--- src/rtl/adc_seq_pkg.sv ---
package adc_seq_pkg;

    localparam int CFG_W  = 14;
    localparam int CHAN_W = 3;

    // Field order is the converter's bit layout, MSB first
    typedef struct packed {
        logic              upd;
        logic [2:0]        mode;
        logic [CHAN_W-1:0] chan;
        logic              full_bw;
        logic [2:0]        refsel;
        logic [1:0]        seq;
        logic              rb_off;
    } cfg_t;

    typedef enum logic [1:0] {SQ_IDLE, SQ_ISSUE, SQ_WAIT} seq_st_t;
    typedef enum logic [1:0] {FE_IDLE, FE_SHIFT, FE_GAP}  fe_st_t;

    function automatic cfg_t boot_cfg(input logic [2:0] code);
        cfg_t c;
        c.upd     = 1'b1;
        c.mode    = 3'd7;
        c.chan    = '0;
        c.full_bw = 1'b1;
        c.refsel  = code;
        c.seq     = 2'd0;
        c.rb_off  = 1'b1;
        return c;
    endfunction

endpackage

--- src/rtl/adc_cfg_shadow.sv ---
module adc_cfg_shadow
    import adc_seq_pkg::*;
#(
    parameter int REF_CODE = 1
) (
    input  logic              clk,
    input  logic              rst,
    input  logic              ld_full,
    input  cfg_t              full_val,
    input  logic              ld_chan,
    input  logic [CHAN_W-1:0] chan,
    output cfg_t              cfg
);

    always_ff @(posedge clk) begin
        if (rst)
            cfg <= boot_cfg(3'(REF_CODE));
        else if (ld_full)
            cfg <= full_val;
        else if (ld_chan)
            cfg.chan <= chan;
    end

endmodule

--- src/rtl/adc_spi_frame.sv ---
module adc_spi_frame
    import adc_seq_pkg::*;
#(
    parameter int FRAME_BITS = 16,
    parameter int RX_BITS    = 14,
    parameter int CLK_DIV    = 2,
    parameter int GAP_CYC    = 20
) (
    input  logic                  clk,
    input  logic                  rst,
    input  logic                  start,
    input  logic [FRAME_BITS-1:0] tx_word,
    output logic                  ready,
    output logic                  done,
    output logic [RX_BITS-1:0]    rx_word,
    output logic                  cs_n,
    output logic                  sclk,
    output logic                  mosi,
    input  logic                  miso
);

    localparam int DIV_W     = $clog2(CLK_DIV + 1);
    localparam int BIT_W     = $clog2(FRAME_BITS + 1);
    localparam int GAP_W     = $clog2(GAP_CYC + 1);
    localparam int FRAME_CYC = 2 * FRAME_BITS * CLK_DIV;
    localparam int LOW_W     = $clog2(FRAME_CYC + 2);

    fe_st_t                st;
    logic [DIV_W-1:0]      div;
    logic [BIT_W-1:0]      bitc;
    logic [GAP_W-1:0]      gapc;
    logic [FRAME_BITS-1:0] shtx;
    logic [FRAME_BITS-1:0] shrx;

    assign ready = (st == FE_IDLE);
    assign mosi  = cs_n ? 1'b0 : shtx[FRAME_BITS-1];

    always_ff @(posedge clk) begin
        if (rst) begin
            st      <= FE_IDLE;
            cs_n    <= 1'b1;
            sclk    <= 1'b0;
            div     <= '0;
            bitc    <= '0;
            gapc    <= '0;
            shtx    <= '0;
            shrx    <= '0;
            done    <= 1'b0;
            rx_word <= '0;
        end else begin
            done <= 1'b0;
            case (st)
                FE_IDLE: if (start) begin
                    shtx <= tx_word;
                    cs_n <= 1'b0;
                    div  <= '0;
                    bitc <= '0;
                    st   <= FE_SHIFT;
                end
                FE_SHIFT: if (div == DIV_W'(CLK_DIV - 1)) begin
                    div <= '0;
                    if (!sclk) begin
                        sclk <= 1'b1;
                        shrx <= {shrx[FRAME_BITS-2:0], miso};
                    end else begin
                        sclk <= 1'b0;
                        if (bitc == BIT_W'(FRAME_BITS - 1)) begin
                            cs_n    <= 1'b1;
                            done    <= 1'b1;
                            rx_word <= shrx[FRAME_BITS-1 -: RX_BITS];
                            gapc    <= '0;
                            st      <= FE_GAP;
                        end else begin
                            bitc <= bitc + 1'b1;
                            shtx <= {shtx[FRAME_BITS-2:0], 1'b0};
                        end
                    end
                end else begin
                    div <= div + 1'b1;
                end
                FE_GAP: if (gapc == GAP_W'(GAP_CYC - 1))
                    st <= FE_IDLE;
                else
                    gapc <= gapc + 1'b1;
                default: st <= FE_IDLE;
            endcase
        end
    end

    // Checker counters: cycles spent low and high on chip select
    logic [LOW_W-1:0] chk_low;
    logic [GAP_W:0]   chk_high;
    always_ff @(posedge clk) begin
        if (rst) begin
            chk_low  <= '0;
            chk_high <= (GAP_W+1)'(GAP_CYC);
        end else begin
            chk_low  <= cs_n ? '0 : chk_low + 1'b1;
            if (!cs_n)
                chk_high <= '0;
            else if (chk_high != (GAP_W+1)'(GAP_CYC))
                chk_high <= chk_high + 1'b1;
        end
    end

    AST_IDLE_SCLK_LOW: assert property (@(posedge clk) disable iff (rst)
        cs_n |-> !sclk);
    AST_FRAME_LEN: assert property (@(posedge clk) disable iff (rst)
        $rose(cs_n) |-> chk_low == LOW_W'(FRAME_CYC));
    AST_GAP_MIN: assert property (@(posedge clk) disable iff (rst)
        $fell(cs_n) |-> chk_high >= (GAP_W+1)'(GAP_CYC));

endmodule

--- src/rtl/adc_seq_ctrl.sv ---
module adc_seq_ctrl
    import adc_seq_pkg::*;
#(
    parameter int FRAME_BITS = 16,
    parameter int RES        = 14,
    parameter int CLK_DIV    = 2,
    parameter int GAP_CYC    = 20,
    parameter int REF_CODE   = 1
) (
    input  logic              clk,
    input  logic              rst,
    input  logic              req_valid,
    input  logic [2:0]        req_chan,
    output logic              req_ready,
    input  logic              wr_valid,
    input  logic [13:0]       wr_cfg,
    output logic              wr_ready,
    output logic              res_done,
    output logic [RES-1:0]    res_data,
    output logic [2:0]        res_chan,
    output logic              spi_cs_n,
    output logic              spi_sclk,
    output logic              spi_mosi,
    input  logic              spi_miso
);

    localparam int          TX_SHIFT = FRAME_BITS - CFG_W;
    localparam logic [1:0]  BOOT_OPS = 2'd3;

    seq_st_t           sq;
    logic [1:0]        cfg_left;
    logic              data_pend;
    logic              discard;
    logic [1:0]        boot_cnt;
    logic [CHAN_W-1:0] last_chan;
    logic [CHAN_W-1:0] cur_chan;
    logic              boot_done;
    logic              acc_wr, acc_rd;

    cfg_t                  shadow;
    logic [FRAME_BITS-1:0] tx_cfg;
    logic                  eng_start, eng_ready, eng_done;
    logic [RES-1:0]        eng_rx;

    assign boot_done = (boot_cnt == BOOT_OPS);
    assign wr_ready  = (sq == SQ_IDLE) && boot_done;
    assign req_ready = wr_ready && !wr_valid;
    assign acc_wr    = wr_ready && wr_valid;
    assign acc_rd    = req_ready && req_valid;
    assign eng_start = (sq == SQ_ISSUE) && eng_ready;

    generate
        if (TX_SHIFT == 0) begin : g_tx_flat
            assign tx_cfg = shadow;
        end else begin : g_tx_pad
            assign tx_cfg = {shadow, {TX_SHIFT{1'b0}}};
        end
    endgenerate

    adc_cfg_shadow #(.REF_CODE(REF_CODE)) u_shadow (
        .clk      (clk),
        .rst      (rst),
        .ld_full  (acc_wr),
        .full_val (cfg_t'(wr_cfg)),
        .ld_chan  (acc_rd),
        .chan     (req_chan),
        .cfg      (shadow)
    );

    adc_spi_frame #(
        .FRAME_BITS (FRAME_BITS),
        .RX_BITS    (RES),
        .CLK_DIV    (CLK_DIV),
        .GAP_CYC    (GAP_CYC)
    ) u_frame (
        .clk     (clk),
        .rst     (rst),
        .start   (eng_start),
        .tx_word ((cfg_left != 2'd0) ? tx_cfg : '0),
        .ready   (eng_ready),
        .done    (eng_done),
        .rx_word (eng_rx),
        .cs_n    (spi_cs_n),
        .sclk    (spi_sclk),
        .mosi    (spi_mosi),
        .miso    (spi_miso)
    );

    always_ff @(posedge clk) begin
        if (rst) begin
            sq        <= SQ_IDLE;
            cfg_left  <= '0;
            data_pend <= 1'b0;
            discard   <= 1'b0;
            boot_cnt  <= '0;
            last_chan <= '0;
            cur_chan  <= '0;
            res_done  <= 1'b0;
            res_data  <= '0;
            res_chan  <= '0;
        end else begin
            res_done <= 1'b0;
            case (sq)
                SQ_IDLE: begin
                    if (!boot_done) begin
                        boot_cnt <= boot_cnt + 1'b1;
                        cur_chan <= '0;
                        discard  <= 1'b1;
                        sq       <= SQ_ISSUE;
                        if (boot_cnt == 2'd0) begin
                            cfg_left  <= 2'd1;
                            data_pend <= 1'b0;
                        end else begin
                            cfg_left  <= (last_chan == '0) ? 2'd1 : 2'd2;
                            data_pend <= 1'b1;
                        end
                    end else if (acc_wr) begin
                        cfg_left  <= 2'd1;
                        data_pend <= 1'b0;
                        sq        <= SQ_ISSUE;
                    end else if (acc_rd) begin
                        cfg_left  <= (req_chan == last_chan) ? 2'd1 : 2'd2;
                        data_pend <= 1'b1;
                        discard   <= 1'b0;
                        cur_chan  <= req_chan;
                        sq        <= SQ_ISSUE;
                    end
                end
                SQ_ISSUE: if (eng_ready) sq <= SQ_WAIT;
                SQ_WAIT: if (eng_done) begin
                    if (cfg_left != 2'd0) begin
                        cfg_left <= cfg_left - 1'b1;
                        sq <= (cfg_left > 2'd1 || data_pend) ? SQ_ISSUE : SQ_IDLE;
                    end else begin
                        data_pend <= 1'b0;
                        last_chan <= cur_chan;
                        sq        <= SQ_IDLE;
                        if (!discard) begin
                            res_done <= 1'b1;
                            res_data <= eng_rx;
                            res_chan <= cur_chan;
                        end
                    end
                end
                default: sq <= SQ_IDLE;
            endcase
        end
    end

    AST_ACCEPT_BLOCKS: assert property (@(posedge clk) disable iff (rst)
        (req_valid && req_ready) |=> !req_ready);
    AST_DONE_AFTER_FRAME: assert property (@(posedge clk) disable iff (rst)
        res_done |-> $past(eng_done));
    AST_READ_KEEPS_FIELDS: assert property (@(posedge clk) disable iff (rst)
        (req_valid && req_ready) |=>
        ({shadow.upd, shadow.mode, shadow.full_bw, shadow.refsel, shadow.seq, shadow.rb_off}
         == $past({shadow.upd, shadow.mode, shadow.full_bw, shadow.refsel, shadow.seq, shadow.rb_off})));
    AST_NO_DONE_IN_BOOT: assert property (@(posedge clk) disable iff (rst)
        !boot_done |-> !res_done);

endmodule

--- config.mk ---
export PLATFORM = sky130hd
export DESIGN_NAME = adc_seq_ctrl
export DESIGN_NICKNAME = d
export VERILOG_FILES = /design/src/rtl/adc_seq_pkg.sv /design/src/rtl/adc_cfg_shadow.sv /design/src/rtl/adc_spi_frame.sv /design/src/rtl/adc_seq_ctrl.sv
export SDC_FILE = /design/constraint.sdc
export NUM_CORES = 1
export LEC_CHECK = 0
export ABC_AREA = 1
export BUFFER_PORTS_ARGS = -buffer_cell sky130_fd_sc_hd__clkbuf_2
export CORE_MARGIN = 2
export CORE_UTILIZATION = 35
export DETAILED_ROUTE_END_ITERATION = 7
export PLACE_DENSITY_LB_ADDON = 0.2
export SYNTH_ARGS = -nofsm -noshare
export SYNTH_HDL_FRONTEND = slang
export SYNTH_SLANG_ARGS = --single-unit
--- constraint.sdc ---
create_clock -name clk -period 3.7 [get_ports clk]
set_input_delay 0.555 -clock clk [delete_from_list [all_inputs] [get_ports clk]]
set_output_delay 0.555 -clock clk [all_outputs]
set_load 0.05 [all_outputs]
==> run_results.csv <==
group,metric,value,unit
cts,postCtsResizedCells,0,
synthesis,synth_seq_cells,107,
timing,setup_viol,0,
cts,postCtsSetupBuffers,0,
cts,ctsHoldBuffers,0,
global_route,antenna_found_initial,0,
power_and_ir_drop,p_leak,2.128,nW
detailed_routing,wl,9350,um
timing,slew_viol_final,0,
placed_design,io_buffers,44,
critical_path,cp.arrival,2.36,ns
cts,clk_latency,0.35,ns
critical_path,r2r_slack,1.56,ns
critical_path,reg2regPathDepth,7,
synthesis,ys.flop_type,"dfxtp_1",
synthesis,synth_warnings,0,
detailed_routing,vias,3619,
power_and_ir_drop,powerDensity,644.2,nW/um^2
global_route,grt_pass1_wl,15400,um
critical_path,critical_path.max_stage_delay,0.48,ns
detailed_routing,drcViolationCount,0,
synthesis,synth_commonest_cells,"dfxtp_1, nand2_1, o21ai_0, inv_1, a21oi_1",
power_and_ir_drop,irDropWorstVdd,0.2226,mV
cts,numCtsBuffers,9,
synthesis,synth_fa_ha_area_share,2.022,%
critical_path,crit_end,"u_frame.shtx[15]$_SDFFE_PP0P_",
global_route,grt_use_total,14.62,%
cells_and_area,nets,628,
critical_path,crit_type,"reg2reg",
timing,worst_pin_slew,0.6231,ns
floorplan,initial_core_util,35.91,%
synthesis,synth_area,4332,sq um
floorplan,die_width,115.3,um
placed_design,place.gp.congestion,0.7542,
placed_design,hpwl,6275,um
timing,rsz0062_at_grt,"no",
critical_path,cp_max_fo,31,
critical_path,crit_family,"simple AND/OR/NAND/NOR gates",
synthesis,synthMuxAreaShare,0,%
cells_and_area,syn_to_final_growth,14.41,%
detailed_routing,first_pass_iters,4,
synthesis,synth_xor_area_share,0.6066,%
synthesis,synth_top_cell_by_area,"dfxtp_1",
synthesis,synth_area_per_cell,7.640,sq um
run,maxCapViolCount,0,
timing,period_minus_slack,2.145,ns
cells_and_area,drive_gt1_share,13.25,%
critical_path,crit-reg2reg-launch,"u_frame.st[1]$_SDFFE_PP0P_",
cts,cts_tree,"yes",
critical_path,worstSetupStartpoint,"u_frame.st[1]$_SDFFE_PP0P_",
cts,htree_levels,3,
critical_path,slowest_stage,"nand3_2",
timing,fmax,466.3,MHz
synthesis,yosys.cell_types.count,30,
detailed_routing,ant_nets,0,
synthesis,synth-simple-area-share,20.16,%
synthesis,synth_top_family_by_area,"simple AND/OR/NAND/NOR gates",
critical_path,critical_path.cell_chain,"inv_1, nand2_2, inv_2, nand2_1, nand3_2, o21ai_0, a21oi_1",
detailed_routing,vias_per_cell,4.688,
floorplan,pin_count,45,
floorplan,fp-row-count,40,
cts,clock_path_buffers,2,
floorplan,die_h,115.3,um
synthesis,netlist.area_leader.share,49.45,%
synthesis,ys_seq_area_share,49.45,%
synthesis,synth_area_leaders,"dfxtp_1, o21ai_0, nand2_1, a21oi_1, inv_1",
floorplan,core,12060,sq um
timing,fin_tns_setup,0,ns
detailed_routing,drt_iter0_drc,173,
critical_path,crit_path_start_kind,"flip-flop",
synthesis,synth_compound_gate_area_share,18.40,%
synthesis,syn_inst,567,
critical_path,worstReg2RegEnd,"u_frame.shtx[15]$_SDFFE_PP0P_",
status,status,"finished, final reports clean",
hold_path,hp-class,"in2reg",
timing,hold_violations,0,
synthesis,async_reset_ff_share,0,%
timing,slew_headroom,58.46,%
critical_path,crit_required,3.91,ns
global_route,grt.overflow.total,0,
synthesis,synth_edf_count,0,
timing,fin_skew,0.01062,ns
cts,root_buffer,"clkbuf_16",
timing,period_share,57.96,%
cells_and_area,num-fill-cells,1227,
cts,numClockSinks,107,
timing,holdWs,0.4239,ns
global_route,grt_max_degree,69,
cts,clkTransAtPathRegs,0.07,ns
cells_and_area,antenna_cells,0,
synthesis,syn-num-nets,596,
global_route,grt_pass1_vias,3316,
floorplan,dieArea,13280,sq um
detailed_routing,drt-wirelength-per-cell,12.11,um
synthesis,yosys.cell_count.top_type,"dfxtp_1",
critical_path,critical_path_cell_count,7,
critical_path,critPathCaptureType,"flip-flop",
critical_path,path_buf_inv,2,
-- power by group --
group / switching [mW] / leakage [nW] / internal [mW]
Clock: 0.455 / 0.159 / 0.559
Sequential: 0.0862 / 0.869 / 1.31
Combinational: 0.540 / 1.10 / 0.239
-- worst min-delay path by stage --
stage	start	end	cells past startpoint
finish	wr_cfg[12]	u_shadow.cfg[12]$_SDFFE_PP1P_	3
global route	wr_cfg[12]	u_shadow.cfg[12]$_SDFFE_PP1P_	3
CTS	wr_cfg[12]	u_shadow.cfg[12]$_SDFFE_PP1P_	3
detailed placement	u_frame.shtx[9]$_SDFFE_PP0P_	u_frame.shtx[9]$_SDFFE_PP0P_	2
global placement	u_frame.div[1]$_SDFFE_PP0P_	u_frame.div[1]$_SDFFE_PP0P_	2
floorplan	u_frame.div[1]$_SDFFE_PP0P_	u_frame.div[1]$_SDFFE_PP0P_	2
-- cell usage in the layout (no fill, tap or decap) --
cell type / count
a22o_1: 1
inv_8: 2
xor2_1: 3
dfxtp_1: 107
nand3_1: 37
buf_4: 2
nand2_1: 87
o211ai_1: 1
nand2_2: 4
o31ai_1: 1
nand4_1: 2
clkinv_8: 1
a21oi_1: 60
bufinv_16: 1
clkbuf_16: 9
o21ai_0: 67
nand3_2: 1
o21ai_1: 16
nor3_1: 1
nor2_2: 3
and3_1: 1
clkbuf_8: 1
inv_1: 65
nor2_1: 59
clkbuf_2: 44
a31oi_1: 3
inv_2: 5
clkinv_2: 1
o21a_1: 1
ha_1: 7
nand3_4: 1
clkinv_4: 1
o22ai_1: 5
nor2_4: 4
-- worst register-to-register path, stage by stage, from the launching register on --
cell and delay (ns):
dfxtp_1 0.32, inv_1 0.07, nand2_2 0.40, inv_2 0.16, nand2_1 0.15, nand3_2 0.48
o21ai_0 0.37, a21oi_1 0.07
-- flip-flops by register name, indices dropped and copies added, names as in the netlist, 2 cells and up --
| register | cells |
|---|---|
| u_frame.gapc | 5 |
| sq | 2 |
| u_frame.shrx | 16 |
| res_chan | 3 |
| cfg_left | 2 |
| u_frame.rx_word | 14 |
| cur_chan | 3 |
| boot_cnt | 2 |
| last_chan | 3 |
| u_shadow.cfg | 14 |
| u_frame.st | 2 |
| u_frame.shtx | 14 |
| u_frame.bitc | 5 |
| res_data | 14 |
| u_frame.div | 2 |
-- metal layers --
layer  up-vias  wire length [um]  global-route usage, %
li1       1902                 -                      -
met1      1630              4478                  18.82
met2        72              4304                  23.73
met3        15               434                  4.006
met4         0               133                  4.980
met5         -                 0                      0
-- layout make-up --
cell class | count | area (sq um) | area share, %
multi-input cells | 365 | 1784 | 36.00
clock inverters | 6 | 82.58 | 1.666
flip-flops and latches | 107 | 2142 | 43.22
repair buffers | 46 | 235.2 | 4.746
well taps | 168 | 210.2 | 4.241
clock buffers | 10 | 239.0 | 4.822
inverters | 70 | 262.8 | 5.302
-- logic make-up after synthesis --
logic type / Yosys count
compound gates: 155
flops: 107
buf+inv: 95
fa+ha+maj: 7
xor+xnor: 3
simple gates: 200
-- metrics by stage --
| step | utilization (%) | instances | setup slack [ns] | cell area (sq um) | total power [mW] |
|---|---|---|---|---|---|
| 5_1_grt | 41.09 | 772 | 1.308 | 4956 | 3.404 |
| 4_1_cts | 41.09 | 772 | 1.580 | 4956 | 3.226 |
| 6_report | 41.09 | 772 | 1.555 | 4956 | 3.193 |
| 2_1_floorplan | - | 567 | 1.850 | 4332 | 2.073 |
| 3_3_place_gp | 38.42 | 756 | 1.700 | 4634 | 2.172 |
| 3_5_place_dp | 38.42 | 756 | 1.606 | 4634 | 2.201 |
Note: power is estimated with default switching activity, not from simulation.
